## src/rtl/srx_pkg.sv

```systemverilog
package srx_pkg;
  localparam int DATA_W = 8;

  typedef enum logic [2:0] {
    ST_IDLE,
    ST_START,
    ST_DATA,
    ST_NINTH,
    ST_STOP,
    ST_HOLD
  } rx_state_e;

  // word length code 0..3 -> 5..8 data bits
  function automatic logic [3:0] word_bits(input logic [1:0] code);
    return 4'd5 + {2'b00, code};
  endfunction
endpackage

```

## src/rtl/srx_line_cond.sv

```systemverilog
module srx_line_cond #(
  parameter int SYNC_STAGES = 2
) (
  input  logic clk,
  input  logic rst_n,
  input  logic rx_pin,
  input  logic invert,
  output logic rx_clean
);
  logic [SYNC_STAGES-1:0] sync_q;
  logic [SYNC_STAGES-1:0] sync_d;

  // complement before the synchronizer so idle stays high inside
  always_comb sync_d = {sync_q[SYNC_STAGES-2:0], rx_pin ^ invert};

  always_ff @(posedge clk or negedge rst_n) begin
    if (!rst_n) sync_q <= '1;
    else        sync_q <= sync_d;
  end

  assign rx_clean = sync_q[SYNC_STAGES-1];
endmodule

```

## src/rtl/srx_framer.sv

```systemverilog
module srx_framer
  import srx_pkg::*;
#(
  parameter int OSR = 16
) (
  input  logic              clk,
  input  logic              rst_n,
  input  logic              tick,
  input  logic              rx,
  input  logic [1:0]        wlen,
  input  logic              ninth_en,
  output logic              done,
  output logic [DATA_W-1:0] data,
  output logic              ninth_bit,
  output logic              all_zero
);
  localparam int CW = $clog2(OSR);
  localparam int IW = $clog2(DATA_W);
  localparam logic [CW-1:0] MID_CNT = CW'(OSR / 2 - 1);
  localparam logic [CW-1:0] END_CNT = CW'(OSR - 1);

  rx_state_e         state_q, state_d;
  logic [CW-1:0]     cnt_q, cnt_d;
  logic [IW-1:0]     idx_q, idx_d;
  logic [DATA_W-1:0] data_q, data_d;
  logic              ninth_q, ninth_d;
  logic              zero_q, zero_d;
  logic [IW-1:0]     last_idx;

  assign last_idx = IW'(word_bits(wlen) - 4'd1);

  always_comb begin
    state_d = state_q;
    cnt_d   = cnt_q;
    idx_d   = idx_q;
    data_d  = data_q;
    ninth_d = ninth_q;
    zero_d  = zero_q;
    done    = 1'b0;
    if (tick) begin
      unique case (state_q)
        ST_IDLE: begin
          if (!rx) begin
            state_d = ST_START;
            cnt_d   = '0;
          end
        end
        ST_START: begin
          if (cnt_q == MID_CNT) begin
            cnt_d = '0;
            if (rx) begin
              state_d = ST_IDLE;           // glitch rejected
            end else begin
              state_d = ST_DATA;
              idx_d   = '0;
              data_d  = '0;
              ninth_d = 1'b0;
              zero_d  = 1'b1;
            end
          end else begin
            cnt_d = cnt_q + 1'b1;
          end
        end
        ST_DATA: begin
          if (cnt_q == END_CNT) begin
            cnt_d         = '0;
            data_d[idx_q] = rx;              // LSB first
            zero_d        = zero_q & ~rx;
            if (idx_q == last_idx) state_d = ninth_en ? ST_NINTH : ST_STOP;
            else                   idx_d   = idx_q + 1'b1;
          end else begin
            cnt_d = cnt_q + 1'b1;
          end
        end
        ST_NINTH: begin
          if (cnt_q == END_CNT) begin
            cnt_d   = '0;
            ninth_d = rx;
            zero_d  = zero_q & ~rx;
            state_d = ST_STOP;
          end else begin
            cnt_d = cnt_q + 1'b1;
          end
        end
        ST_STOP: begin
          if (cnt_q == END_CNT) begin
            cnt_d   = '0;
            done    = 1'b1;
            state_d = rx ? ST_IDLE : ST_HOLD;  // wait for high after bad stop
          end else begin
            cnt_d = cnt_q + 1'b1;
          end
        end
        ST_HOLD: begin
          if (rx) state_d = ST_IDLE;
        end
        default: state_d = ST_IDLE;
      endcase
    end
  end

  always_ff @(posedge clk or negedge rst_n) begin
    if (!rst_n) begin
      state_q <= ST_IDLE;
      cnt_q   <= '0;
      idx_q   <= '0;
      data_q  <= '0;
      ninth_q <= 1'b0;
      zero_q  <= 1'b0;
    end else begin
      state_q <= state_d;
      cnt_q   <= cnt_d;
      idx_q   <= idx_d;
      data_q  <= data_d;
      ninth_q <= ninth_d;
      zero_q  <= zero_d;
    end
  end

  assign data      = data_q;
  assign ninth_bit = ninth_q;
  assign all_zero  = zero_q;

  // data phase is entered only after a low mid-bit start sample
  a_r2_start_confirmed: assert property (@(posedge clk) disable iff (!rst_n)
    (state_q == ST_DATA && $past(state_q) == ST_START) |-> $past(!rx));

  // a character with a low stop sample blocks the next start
  a_r5_hold_after_bad_stop: assert property (@(posedge clk) disable iff (!rst_n)
    (done && !rx) |=> (state_q == ST_HOLD));
endmodule

```

## src/rtl/srx_break_det.sv

```systemverilog
module srx_break_det
  import srx_pkg::*;
#(
  parameter int OSR = 16
) (
  input  logic       clk,
  input  logic       rst_n,
  input  logic       tick,
  input  logic       rx,
  input  logic [1:0] wlen,
  input  logic       ninth_en,
  output logic       brk_event
);
  localparam int BW = $clog2(OSR * (DATA_W + 3) + 1);

  logic [BW-1:0] run_q, run_d;
  logic          seen_q, seen_d;
  logic [BW-1:0] frame_len;

  // start + data + optional ninth + stop, in ticks
  assign frame_len = BW'(OSR) * (BW'(word_bits(wlen)) + BW'(ninth_en) + BW'(2));

  always_comb begin
    run_d     = run_q;
    seen_d    = seen_q;
    brk_event = 1'b0;
    if (tick) begin
      if (rx) begin
        run_d  = '0;
        seen_d = 1'b0;
      end else if (run_q < frame_len) begin
        run_d = run_q + BW'(1);
      end else if (!seen_q) begin
        brk_event = 1'b1;
        seen_d    = 1'b1;
      end
    end
  end

  always_ff @(posedge clk or negedge rst_n) begin
    if (!rst_n) begin
      run_q  <= '0;
      seen_q <= 1'b0;
    end else begin
      run_q  <= run_d;
      seen_q <= seen_d;
    end
  end

  // one event per low run
  a_r7_single_event: assert property (@(posedge clk) disable iff (!rst_n)
    brk_event |=> !brk_event);
endmodule

```

## src/rtl/srx_result.sv

```systemverilog
module srx_result
  import srx_pkg::*;
(
  input  logic              clk,
  input  logic              rst_n,
  input  logic              done,
  input  logic [DATA_W-1:0] data,
  input  logic              ninth_bit,
  input  logic              all_zero,
  input  logic              stop_bit,
  input  logic              par_en,
  input  logic              par_even,
  input  logic              par_stick,
  input  logic              addr_mode,
  input  logic [DATA_W-1:0] match,
  input  logic              brk_event,
  input  logic [3:0]        clr_flags,
  output logic              char_valid,
  output logic [DATA_W-1:0] char_data,
  output logic              char_perr,
  output logic              char_ferr,
  output logic              char_brk,
  output logic              err_parity,
  output logic              err_frame,
  output logic              err_break,
  output logic              addr_seen,
  output logic              line_status
);
  logic              valid_q, valid_d;
  logic [DATA_W-1:0] data_q, data_d;
  logic              perr_q, perr_d, ferr_q, ferr_d, brk_q, brk_d;
  logic              sp_q, sp_d, sf_q, sf_d, sb_q, sb_d, sa_q, sa_d;
  logic              gate_q, gate_d;
  logic              ones_odd, perr_calc, match_hit, deliver, take;

  assign ones_odd  = ^data ^ ninth_bit;
  // normal and stick parity; R9: no check in address mode
  assign perr_calc = par_en & ~addr_mode &
                     (par_stick ? (ninth_bit == par_even)
                                : (par_even ? ones_odd : ~ones_odd));
  assign match_hit = (data == match);
  assign deliver   = ~addr_mode | (ninth_bit ? match_hit : gate_q);
  assign take      = done & deliver;

  always_comb begin
    gate_d  = gate_q;
    if (!addr_mode)              gate_d = 1'b0;
    else if (done && ninth_bit)  gate_d = match_hit;

    valid_d = take;
    data_d  = take ? data : data_q;
    perr_d  = take ? perr_calc : perr_q;
    ferr_d  = take ? ~stop_bit : ferr_q;
    brk_d   = take ? (all_zero & ~stop_bit) : brk_q;

    // sticky, set wins over clear
    sp_d = (sp_q & ~clr_flags[0]) | (take & perr_calc);
    sf_d = (sf_q & ~clr_flags[1]) | (take & ~stop_bit);
    sb_d = (sb_q & ~clr_flags[2]) | brk_event;
    sa_d = (sa_q & ~clr_flags[3]) | (done & addr_mode & ninth_bit);
  end

  always_ff @(posedge clk or negedge rst_n) begin
    if (!rst_n) begin
      valid_q <= 1'b0;
      data_q  <= '0;
      perr_q  <= 1'b0;
      ferr_q  <= 1'b0;
      brk_q   <= 1'b0;
      sp_q    <= 1'b0;
      sf_q    <= 1'b0;
      sb_q    <= 1'b0;
      sa_q    <= 1'b0;
      gate_q  <= 1'b0;
    end else begin
      valid_q <= valid_d;
      data_q  <= data_d;
      perr_q  <= perr_d;
      ferr_q  <= ferr_d;
      brk_q   <= brk_d;
      sp_q    <= sp_d;
      sf_q    <= sf_d;
      sb_q    <= sb_d;
      sa_q    <= sa_d;
      gate_q  <= gate_d;
    end
  end

  assign char_valid  = valid_q;
  assign char_data   = data_q;
  assign char_perr   = perr_q;
  assign char_ferr   = ferr_q;
  assign char_brk    = brk_q;
  assign err_parity  = sp_q;
  assign err_frame   = sf_q;
  assign err_break   = sb_q;
  assign addr_seen   = sa_q;
  assign line_status = sp_q | sf_q | sb_q;

  a_r11_single_strobe: assert property (@(posedge clk) disable iff (!rst_n)
    char_valid |=> !char_valid);

  a_r6_break_is_framing: assert property (@(posedge clk) disable iff (!rst_n)
    (char_valid && char_brk) |-> char_ferr);

  a_r8_frame_flag_holds: assert property (@(posedge clk) disable iff (!rst_n)
    (err_frame && !clr_flags[1]) |=> err_frame);

  a_r9_foreign_address_dropped: assert property (@(posedge clk) disable iff (!rst_n)
    (done && addr_mode && ninth_bit && data != match) |=> !char_valid);

  a_r3_no_parity_when_off: assert property (@(posedge clk) disable iff (!rst_n)
    (done && !par_en) |=> !char_perr);
endmodule

```

## src/rtl/serial_rx_engine.sv

```systemverilog
module serial_rx_engine
  import srx_pkg::*;
#(
  parameter int OSR         = 16,
  parameter int SYNC_STAGES = 2
) (
  input  logic              clk,
  input  logic              rst_n,
  input  logic              os_tick,
  input  logic              rx_line,
  input  logic              cfg_invert,
  input  logic [1:0]        cfg_wlen,
  input  logic              cfg_par_en,
  input  logic              cfg_par_even,
  input  logic              cfg_par_stick,
  input  logic              cfg_addr_mode,
  input  logic              cfg_addr_enable,
  input  logic [DATA_W-1:0] cfg_match,
  input  logic [3:0]        clr_flags,
  output logic              char_valid,
  output logic [DATA_W-1:0] char_data,
  output logic              char_perr,
  output logic              char_ferr,
  output logic              char_brk,
  output logic              err_parity,
  output logic              err_frame,
  output logic              err_break,
  output logic              addr_seen,
  output logic              line_status
);
  logic              rx_s;
  logic              addr_on;
  logic              ninth_en;
  logic              f_done;
  logic [DATA_W-1:0] f_data;
  logic              f_ninth;
  logic              f_zero;
  logic              brk_ev;

  assign addr_on  = cfg_addr_mode & cfg_addr_enable;
  assign ninth_en = cfg_par_en | addr_on;

  srx_line_cond #(.SYNC_STAGES(SYNC_STAGES)) u_cond (
    .clk(clk), .rst_n(rst_n), .rx_pin(rx_line), .invert(cfg_invert), .rx_clean(rx_s)
  );

  srx_framer #(.OSR(OSR)) u_framer (
    .clk(clk), .rst_n(rst_n), .tick(os_tick), .rx(rx_s),
    .wlen(cfg_wlen), .ninth_en(ninth_en),
    .done(f_done), .data(f_data), .ninth_bit(f_ninth), .all_zero(f_zero)
  );

  srx_break_det #(.OSR(OSR)) u_brk (
    .clk(clk), .rst_n(rst_n), .tick(os_tick), .rx(rx_s),
    .wlen(cfg_wlen), .ninth_en(ninth_en), .brk_event(brk_ev)
  );

  srx_result u_res (
    .clk(clk), .rst_n(rst_n), .done(f_done), .data(f_data), .ninth_bit(f_ninth),
    .all_zero(f_zero), .stop_bit(rx_s),
    .par_en(cfg_par_en), .par_even(cfg_par_even), .par_stick(cfg_par_stick),
    .addr_mode(addr_on), .match(cfg_match), .brk_event(brk_ev), .clr_flags(clr_flags),
    .char_valid(char_valid), .char_data(char_data), .char_perr(char_perr),
    .char_ferr(char_ferr), .char_brk(char_brk),
    .err_parity(err_parity), .err_frame(err_frame), .err_break(err_break),
    .addr_seen(addr_seen), .line_status(line_status)
  );
endmodule

```

## config.mk

```make
export PLATFORM = sky130hd
export DESIGN_NAME = serial_rx_engine
export DESIGN_NICKNAME = d
export VERILOG_FILES = /design/src/rtl/srx_pkg.sv /design/src/rtl/srx_line_cond.sv /design/src/rtl/srx_framer.sv /design/src/rtl/srx_break_det.sv /design/src/rtl/srx_result.sv /design/src/rtl/serial_rx_engine.sv
export SDC_FILE = /design/constraint.sdc
export NUM_CORES = 1
export LEC_CHECK = 0
export BUFFER_PORTS_ARGS = -buffer_cell sky130_fd_sc_hd__buf_4
export CORE_UTILIZATION = 45
export DETAILED_ROUTE_END_ITERATION = 6
export GPL_ROUTABILITY_DRIVEN = 0
export GPL_TIMING_DRIVEN = 0
export PLACE_DENSITY_LB_ADDON = 0.12
export SYNTH_ARGS = -nofsm -noshare
export SYNTH_HDL_FRONTEND = slang
export SYNTH_SLANG_ARGS = --single-unit
```

## constraint.sdc

```tcl
create_clock -name clk -period 2.5 [get_ports clk]
set_input_delay 0.75 -clock clk [delete_from_list [all_inputs] [get_ports clk]]
set_output_delay 0.75 -clock clk [all_outputs]
set_load 0.01 [all_outputs]
```

==> results of run 1 <==
cell type report:
cell class	instances	area [µm²]	area share, %
Inverter	16	65.1	1.88
Buffer	12	63.8	1.85
Clock inverter	2	35.0	1.01
Multi-Input combinational cell	204	1520	43.9
Clock buffer	6	72.6	2.10
Sequential cell	48	1200	34.8
Timing Repair Buffer	52	409	11.8
Tap cell	72	90.1	2.61
sequential cells by signal, indices dropped and copies added, names as in the netlist, 2 cells and up:
| signal | cells |
|---|---|
| u_framer.idx_q | 3 |
| u_brk.run_q | 8 |
| u_framer.cnt_q | 4 |
| u_framer.data | 8 |
| u_res.char_data | 8 |
| u_framer.state_q | 3 |
| u_cond.sync_q | 2 |
stage by stage:
| stage | total power [W] | utilization (%) | setup TNS [ns] | cell area, µm² | hold slack [ns] |
|---|---|---|---|---|---|
| global placement | 0.00152 | 55.1 | -4.04 | 3110 | 0.346 |
| floorplan | 0.00136 | - | -1.35 | 2720 | 0.345 |
| detailed placement | 0.00154 | 55.1 | -3.97 | 3110 | 0.348 |
| global route | 0.00230 | 61.3 | -1.06 | 3460 | 0.368 |
| finish | 0.00216 | 61.3 | -0.531 | 3460 | 0.359 |
| CTS | 0.00214 | 59.0 | -0.842 | 3330 | 0.361 |
kinds of logic after synthesis:
| family | after synthesis | synth area share [%] |
|---|---|---|
| simple gates | 91 | 17.1 |
| compound gates | 65 | 15.5 |
| mux | 12 | 5.02 |
| xor+xnor | 26 | 8.46 |
| buf+inv | 28 | 4.60 |
| flops | 48 | 44.7 |
| fa+ha+maj | 10 | 4.65 |
placed cells by master, fill, tap and decap left out, drive strengths merged, types with 2 or more instances in the layout:
cell type,instances
a21o,6
buf,54
mux2i,3
xor2,5
nor3,5
a21oi,14
ha,10
or4,2
o31ai,4
a211oi,2
xnor2,21
clkbuf,16
o22ai,3
o211ai,2
or2,2
o21ai,18
mux2,9
nor2b,4
nand2b,3
a22o,2
nor2,17
nand4,7
dfstp,2
nand2,26
a31oi,3
nand3,15
inv,16
dfrtp,46
a2111oi,3
worst max-delay path by stage:
stage	from	to	slack (ns)
CTS	cfg_addr_enable	u_brk.run_q[7]	-0.22
floorplan	cfg_addr_mode	u_brk.run_q[5]	-0.26
detailed placement	cfg_addr_mode	u_brk.run_q[7]	-0.55
global route	cfg_addr_enable	u_brk.run_q[5]	-0.16
finish	cfg_addr_enable	u_brk.run_q[7]	-0.10
global placement	cfg_addr_mode	u_brk.run_q[6]	-0.54
timing repair:
| action | 4_1_cts | 5_1_grt |
|---|---|---|
| gates cloned | 0 | 0 |
| setup buffers | 9 | 3 |
| hold buffers | 0 | 0 |
| endpoints found under the setup margin | 7 | 10 |
| pin swaps | 10 | 11 |
| resized for setup | 9 | 20 |
routing by layer:
layer	part of all wire [%]	track usage [%]	up-vias
met1	47	27.9	1113
met3	4.0	3.22	10
met5	0	0	-
met4	1.6	9.82	0
li1	-	-	1112
met2	47	33.1	53
where the power goes:
part,total (W),switching (W),internal (W)
Combinational,0.000663,0.000397,0.000266
Sequential,0.000936,0.0000803,0.000855
Clock,0.000560,0.000263,0.000297
Total,0.00216,0.000740,0.00142
==> metrics.md, run 1 <==
| Metric | Value |
|---|---|
| IO Port Bufs | 40 |
| Hold Crit Start | u_cond.sync_q[0] |
| Critical path depth | 12 |
| Starting Density | 47.7% |
| Final setup violation count | 7 |
| Min-Delay Endpoint | u_cond.sync_q[1] |
| Critical Path RT | 2.74 ns |
| Initial antenna violation count | 0 |
| Clk Latency, worst-skew pair | approximately 0.30 ns |
| Core area | 5640 µm² |
| Vias | about 2300 |
| Headroom to the max-slew limit | roughly 56% |
| Synth unique cells | 50 |
| Clock buffer depth | 2 |
| Total track usage | 20.9% |
| Critical-path top delay cell | or4_1 |
| Most instantiated cells after synthesis | dfrtp_1 (46), nand2_1 (26), xnor2_1 (21) |
| CP arrival | 2.84 ns |
| FF-to-FF setup slack | 0.17 ns |
| Most frequent cell after synthesis | dfrtp_1 |
| Die Height | 79.3 µm |
| DR iter-0 viols | 65 |
| Status | complete, but fails checks |
| Die Span X | 79.3 µm |
| Drt first pass iters | 4 |
| R2R Path End | u_res.char_data[5] |
| Number of fill cells | 474 |
| Hold depth | 0 |
| Area grow syn2layout | 28.5% |
| Post-synth EDFFs | 0 |
| Pwr Density | roughly 620 nW/µm² |
| Worst Path Buf+Inv | 3 |
| Placed cells | 392 |
| Post-synthesis net count | between 300 and 400 |
| Worst slew pin tran | approximately 0.65 ns |
| CP Capture Type | flop |
| RR Startpoint | u_framer.cnt_q[0] |
| Final period util | 104% |
| Avg Cell Area, Syn | between 9 and 10 µm² |
| Largest area contributor in the synthesized netlist | dfrtp_1 |
| Largest net degree at the start of global routing | slightly below 50 |
| Ys Warns | 0 |
| Min-delay worst type | reg -> reg |
| Critical Path Start Type | input port |
| RSZ-0062 raised after global routing | yes |
| GR Overflow Total | 0 |
| Top cells by area, synth | dfrtp_1 (43%), xnor2_1 (6.8%), ha_1 (4.6%), nand2_1 (3.6%), o21ai_0 (3.3%) |
| Global-route wire length before repair | slightly above 10 mm |
| Max-cap viol count | 0 |
| Share of cells above drive strength 1 | 27.9% |
| Leak | 1.54 nW |
| Hold Fails Final Rpt | 0 |
| Worst-path cell chain | buf_8 -> a21oi_4 -> inv_2 -> ha_4 -> inv_4 -> ha_4 -> ha_4 -> a21o_1 -> a21o_1 -> a21o_1 -> or4_1 -> a21oi_1 |
| Post-synth top flop | dfrtp_1 |
| Kind of cell adding the most delay to the critical path | compound AO/OA/AOI/OAI gates |
| CP Class | in -> reg |
| Cell row count | 27 |
| Area of the die | 6290 µm² |
| DRC Markers | 0 |
| Routed Antenna Nets | 0 |
| CP max FO | 5 |
| Clk sinks | 48 |
| Non-Filler Instances | ~410 |
| Final Worst Setup Slack | -0.103 ns |
| H-tree depth | 2 |
| Post-layout min period | 2.60 ns |
| Failing checks | negative setup slack |
| Routed WL | 6.22 mm |
| Root Driver | clkbuf_8 |
| Antenna Cells | 0 |
| Net count, final | 373 |
| Avg WL per Cell | 15.1 µm |
| Inserted Clock Buffers | 5 |
| Clk pin slew, worst setup/hold paths | 0.09 ns |
| Io pins | 41 |
| Worst r2r path cells | 8 |
| CTS tree | done |
| FMAX | 384 MHz |
| Place WS | -0.547 ns |
| CP max stage delay | approximately 0.41 ns |
| Sequential area share after synthesis | 44.7% |
| Max VDD drop | 0.380 mV |
| Mapped Cells | 280 |
| Synth Cell Area | 2690 µm² |
| Vias in the first global route | about 2200 |
| Top cell type's share of synthesized area | 42.8% |
| Synth Register Bits | 48 |
| Max Slew Vio Count | 0 |
| DP Wirelength | about 4.3 mm |
| Ys async rst share | 100% |
| Worst Skew | 0.00751 ns |
| Via density | 5.55 |
(Power assumes the default switching activity.)
==> run 2: changes to the inputs <==
--- a/config.mk
+++ b/config.mk
@@ -5,7 +5,7 @@
 export SDC_FILE = /design/constraint.sdc
 export NUM_CORES = 1
 export LEC_CHECK = 0
-export BUFFER_PORTS_ARGS = -buffer_cell sky130_fd_sc_hd__buf_4
+export BUFFER_PORTS_ARGS = -buffer_cell sky130_fd_sc_hd__buf_2
 export CORE_UTILIZATION = 45
 export DETAILED_ROUTE_END_ITERATION = 6
 export GPL_ROUTABILITY_DRIVEN = 0
==> constraint.sdc (replaced) <==
create_clock -name clk -period 2.7 [get_ports clk]
set_input_delay 0.81 -clock clk [delete_from_list [all_inputs] [get_ports clk]]
set_output_delay 0.81 -clock clk [all_outputs]
set_load 0.01 [all_outputs]
==> metrics.md, run 2 (synthesis gave the netlist of run 1 again) <==
| Metric | Value |
|---|---|
| CP arrival | 2.91 ns |
| Die Span X | 79.3 µm |
| CP max FO | 5 |
| Place WS | -0.458 ns |
| Status | finished, final reports clean |
| Vias in the first global route | 2238 |
| Total track usage | 21.5% |
| Antenna Cells | 0 |
| Final setup violation count | 0 |
| Metal2 WL | ~2.9 mm |
| H-tree depth | 2 |
| Clock buffer depth | 2 |
| FMAX | 373 MHz |
| Number of fill cells | 490 |
| Final period util | 99.2% |
| Met1 wire length | 2.84 mm |
| Pwr Density | 574 nW/µm² |
| Final Worst Setup Slack | 0.0213 ns |
| CP Class | in -> reg |
| Critical-path top delay cell | or4_1 |
| GR Overflow Total | 0 |
| Avg WL per Cell | approximately 15 µm |
| Inserted Clock Buffers | 5 |
| Post-layout min period | 2.68 ns |
| Clk Latency, worst-skew pair | 0.30 ns |
| Worst Skew | 0.00692 ns |
| Min-delay worst type | reg -> reg |
| RSZ-0062 raised after global routing | yes |
| Multi-input gate area | around 1500 µm² |
| Routed Antenna Nets | 0 |
| FF/Latch Area | 1200 µm² |
| Largest net degree at the start of global routing | 49 |
| Worst-path cell chain | buf_2 -> inv_1 -> ha_4 -> inv_1 -> ha_4 -> ha_4 -> a21o_1 -> a21o_1 -> a21o_1 -> or4_1 -> a21oi_2 |
| Clk sinks | 48 |
| Vias | 2253 |
| CP max stage delay | 0.44 ns |
| Leak | 1.50 nW |
| CP Capture Type | flop |
| Area of the die | 6290 µm² |
| Met3 WL post-DR | 277 µm |
| Initial antenna violation count | 0 |
| Routed WL | 6.07 mm |
| Net count, final | 368 |
| Core area | approximately 5600 µm² |
| Critical Path Start Type | input port |
| DRC Markers | 0 |
| Worst slew pin tran | 1.09 ns |
| DR iter-0 viols | 102 |
| Max Slew Vio Count | 0 |
| Headroom to the max-slew limit | between 20% and 30% |
| Commonest non-fill, non-tap cell in the layout | dfrtp_1 |
| Area grow syn2layout | 22.7% |
| Starting Density | 47.7% |
| Io pins | 41 |
| Hold Fails Final Rpt | 0 |
| Share of cells above drive strength 1 | 26.9% |
| Highest-count cells in the layout ignoring fill and taps | dfrtp_1 (46), buf_2 (37), nand2_1 (26) |
| Global-route wire length before repair | 10.5 mm |
| Max-cap viol count | 0 |
| Root Driver | clkbuf_8 |
| Die Height | 79.3 µm |
| DR top layer | met4 |
| Critical Path RT | just under 3 ns |
| Clk pin slew, worst setup/hold paths | 0.09 ns |
| DP Wirelength | about 4.3 mm |
| Final Hold Slack | 0.359 ns |
| Via density | around 5.5 |
| Drt first pass iters | 4 |
| Cell row count | 27 |
| CTS tree | done |
| IO Port Bufs | 40 |
| Final Power | ~0.0019 W |
| Max VDD drop | 0.396 mV |
-- run 2: cell types whose count changed in the layout (fill, tap and decap cells not counted), sizes merged --
cell	before	now
clkinv	1	2
buf	54	49
bufinv	1	0
-- run 2: report_power, final --
group / switching [W] / leakage [nW] / total, W / internal, W
registers: 0.0000726 / 0.651 / 0.000865 / 0.000792
clock network: 0.000240 / 0.0510 / 0.000445 / 0.000205
logic: 0.000360 / 0.793 / 0.000585 / 0.000225
total: 0.000673 / 1.50 / 0.00189 / 0.00122
-- run 2: per-stage QoR --
stage | instances | setup TNS, ns | util (%) | cell area, µm²
global route | 407 | -0.0517 | 58.5 | 3300
detailed placement | 392 | -3.07 | 53.4 | 3010
CTS | 407 | -0.140 | 56.8 | 3200
finish | 407 | 0 | 58.5 | 3300
floorplan | 280 | -0.468 | - | 2720
global placement | 392 | -2.60 | 53.4 | 3010
-- run 2: worst max-delay path, delay by kind of cell --
| family | cells | cell delay, ns |
|---|---|---|
| AOI/OAI and AO/OA | 4 | 0.72 |
| adders and majority gates | 3 | 0.71 |
| and+or+nand+nor | 1 | 0.44 |
| buffers and inverters | 3 | 0.21 |
-- run 2: layout make-up --
| cell class | instances | area share (%) |
|---|---|---|
| multi-input cells | 204 | 45.5 |
| flip-flops and latches | 48 | 36.5 |
| repair buffers | 47 | 8.56 |
| well taps | 72 | 2.73 |
| clock buffers | 6 | 2.50 |
| plain buffers | 12 | 1.93 |
| clock inverters | 2 | 0.303 |
| inverters | 16 | 1.97 |
-- run 2: layer usage --
layer	track usage (%)	vias up
li1	-	1104
met1	29.0	1072
met2	34.6	67
met3	4.71	10
met4	6.36	0
met5	0	-
-- run 2: final timing paths --
| check | from | to | slack [ns] | cells past startpoint |
|---|---|---|---|---|
| max | cfg_wlen[1] | u_brk.run_q[5] | 0.02 | 11 |
| min | u_cond.sync_q[0] | u_cond.sync_q[1] | 0.36 | 0 |
| max reg2reg | u_framer.cnt_q[0] | u_res.char_data[5] | 0.34 | 8 |
| min reg2reg | u_cond.sync_q[0] | u_cond.sync_q[1] | 0.36 | 0 |
| max in group asynchronous | rst_n | u_res.char_data[2] | 1.32 | 1 |
| min in group asynchronous | rst_n | u_brk.run_q[4] | 0.69 | 1 |
-- run 2: timing repair --
action,4_1_cts,5_1_grt
gates resized for setup,10,20
buffers inserted,7,2
pin swaps,9,18
setup endpoints to repair,5,9
hold buffers,0,0
==> run 3: changes to the inputs <==
--- a/config.mk
+++ b/config.mk
@@ -11,6 +11,7 @@
 export GPL_ROUTABILITY_DRIVEN = 0
 export GPL_TIMING_DRIVEN = 0
 export PLACE_DENSITY_LB_ADDON = 0.12
+export RECOVER_POWER = 100
 export SYNTH_ARGS = -nofsm -noshare
 export SYNTH_HDL_FRONTEND = slang
 export SYNTH_SLANG_ARGS = --single-unit
==> metrics.md, run 3 (synthesis gave the netlist of run 1 again) <==
| Metric | Value |
|---|---|
| Layout Utilization | 57.9% |
| Die Span X | 79.3 µm |
| Clk sinks | 48 |
| Max VDD drop | 0.394 mV |
| CP Capture Type | flop |
| Place WS | -0.458 ns |
| GR Overflow Total | 0 |
| DRC Markers | 0 |
| Io pins | 41 |
| CP max FO | 5 |
| FMAX | 376 MHz |
| Final Worst Setup Slack | approximately 0.040 ns |
| Net count, final | 368 |
| Routed Antenna Nets | 0 |
| Critical-path top delay cell | or4_1 |
| Global-route wire length before repair | about 11 mm |
| IO Port Bufs | 40 |
| Setup TNS | 0 ns |
| Vias in the first global route | 2238 |
| Clk pin slew, worst setup/hold paths | 0.09 ns |
| Via density | around 5.5 |
| Drt first pass iters | 4 |
| CTS Hold Bufs | 0 |
| Share of cells above drive strength 1 | between 20% and 30% |
| Worst Skew | 0.00673 ns |
| Pwr Density | about 580 nW/µm² |
| Final Hold Slack | 0.359 ns |
| RSZ-0062 raised after global routing | yes |
| Worst Path Buf+Inv | 3 |
| Antenna Cells | 0 |
| Core area | 5640 µm² |
| Final period util | 98.5% |
| Area grow syn2layout | 21.3% |
| Post-layout min period | between 2 and 3 ns |
| Total track usage | 21.5% |
| Max-cap viol count | 0 |
| Headroom to the max-slew limit | 20.5% |
| CP Class | in -> reg |
| DP Wirelength | approximately 4.3 mm |
| Commonest non-fill, non-tap cell in the layout | dfrtp_1 |
| CP arrival | 2.89 ns |
| Leak | 1.40 nW |
| Worst slew pin tran | 1.19 ns |
| Hold Fails Final Rpt | 0 |
| Avg WL per Cell | 15.0 µm |
| Root Driver | clkbuf_8 |
| H-tree depth | 2 |
| Worst-path cell chain | buf_2 -> inv_1 -> ha_4 -> inv_1 -> ha_4 -> ha_4 -> a21o_1 -> a21o_1 -> a21o_1 -> or4_1 -> a21oi_2 |
| Die Height | 79.3 µm |
| Clk Latency, worst-skew pair | 0.30 ns |
| Max Slew Vio Count | 0 |
| CP max stage delay | 0.43 ns |
| Min-delay worst type | reg -> reg |
| Routed WL | 6.09 mm |
| Area of the die | 6290 µm² |
| Critical Path Start Type | input port |
| Final setup violation count | 0 |
| Critical Path RT | 2.93 ns |
| CTS tree | done |
| Status | finished, final reports clean |
| Highest-count cells in the layout ignoring fill and taps | dfrtp_1 (46), clkbuf_1 (28), nand2_1 (26) |
| Kind of cell adding the most delay to the critical path | compound AO/OA/AOI/OAI gates |
| Inserted Clock Buffers | 5 |
| Vias | 2240 |
| Starting Density | 47.7% |
| Largest net degree at the start of global routing | roughly 50 |
| Initial antenna violation count | 0 |
| Clock buffer depth | 2 |
| DR iter-0 viols | 92 |
| Cell row count | 27 |
## run 3: cell types whose count changed in the layout (fill, tap and decap cells not counted), sizes merged
| cell | delta |
|---|---|
| buf | -20 |
| clkbuf | +20 |
## run 3: final cells by class
| class | instances | area [µm²] |
|---|---|---|
| multi-input cells | 204 | 1500 |
| repair buffers | 47 | 260 |
| clock buffers | 6 | 82.6 |
| fillers | 508 | 2380 |
| clock inverters | 2 | 10.0 |
| inverters | 16 | 65.1 |
| plain buffers | 12 | 57.6 |
| well taps | 72 | 90.1 |
| flip-flops and latches | 48 | 1200 |
## run 3: worst paths after layout
kind / from / end / slack, ns / depth (start not counted)
min in group asynchronous: rst_n / u_brk.run_q[4] / 0.74 / 1
setup / recovery: cfg_wlen[1] / u_brk.run_q[5] / 0.04 / 11
max in group asynchronous: rst_n / u_framer.idx_q[2] / 1.23 / 1
setup reg to reg: u_framer.cnt_q[0] / u_res.char_data[5] / 0.14 / 8
hold reg to reg: u_cond.sync_q[0] / u_cond.sync_q[1] / 0.36 / 0
hold / removal: u_cond.sync_q[0] / u_cond.sync_q[1] / 0.36 / 0
## run 3: worst register-to-register path, cell delays in order (launching register included)
cell	delay [ns]
dfrtp_1	0.39
ha_1	0.28
and4_1	0.32
nand4_1	0.22
or3_1	0.45
o21a_1	0.12
clkbuf_2	0.21
buf_8	0.19
mux2_4	0.28
## run 3: metrics by stage
step / total power [W] / cell area, µm² / cells
after floorplan: 0.00126 / 2720 / 280
after global placement: 0.00140 / 3010 / 392
after detailed placement: 0.00142 / 3010 / 392
after CTS: 0.00189 / 3200 / 407
after global routing: 0.00203 / 3260 / 407
final: 0.00189 / 3260 / 407
## run 3: report_power, final
part	switching (W)	internal, W
Clock	0.000239	0.000205
Combinational	0.000355	0.000223
Sequential	0.0000706	0.000792
Total	0.000665	0.00122
## run 3: metal layers
metal / global-route usage, % / vias to the layer above / part of all wire (%)
li1: - / 1103 / -
met1: 29.0 / 1069 / 47
met2: 34.6 / 60 / 47
met3: 4.71 / 8 / 4.7
met4: 6.36 / 0 / 1.2
met5: 0 / - / 0
## run 3: repair_timing
item,CTS,global route
gates cloned,0,0
gates resized for setup,10,20
setup buffers,7,2
endpoints found under the setup margin,5,9
pin swaps,9,18
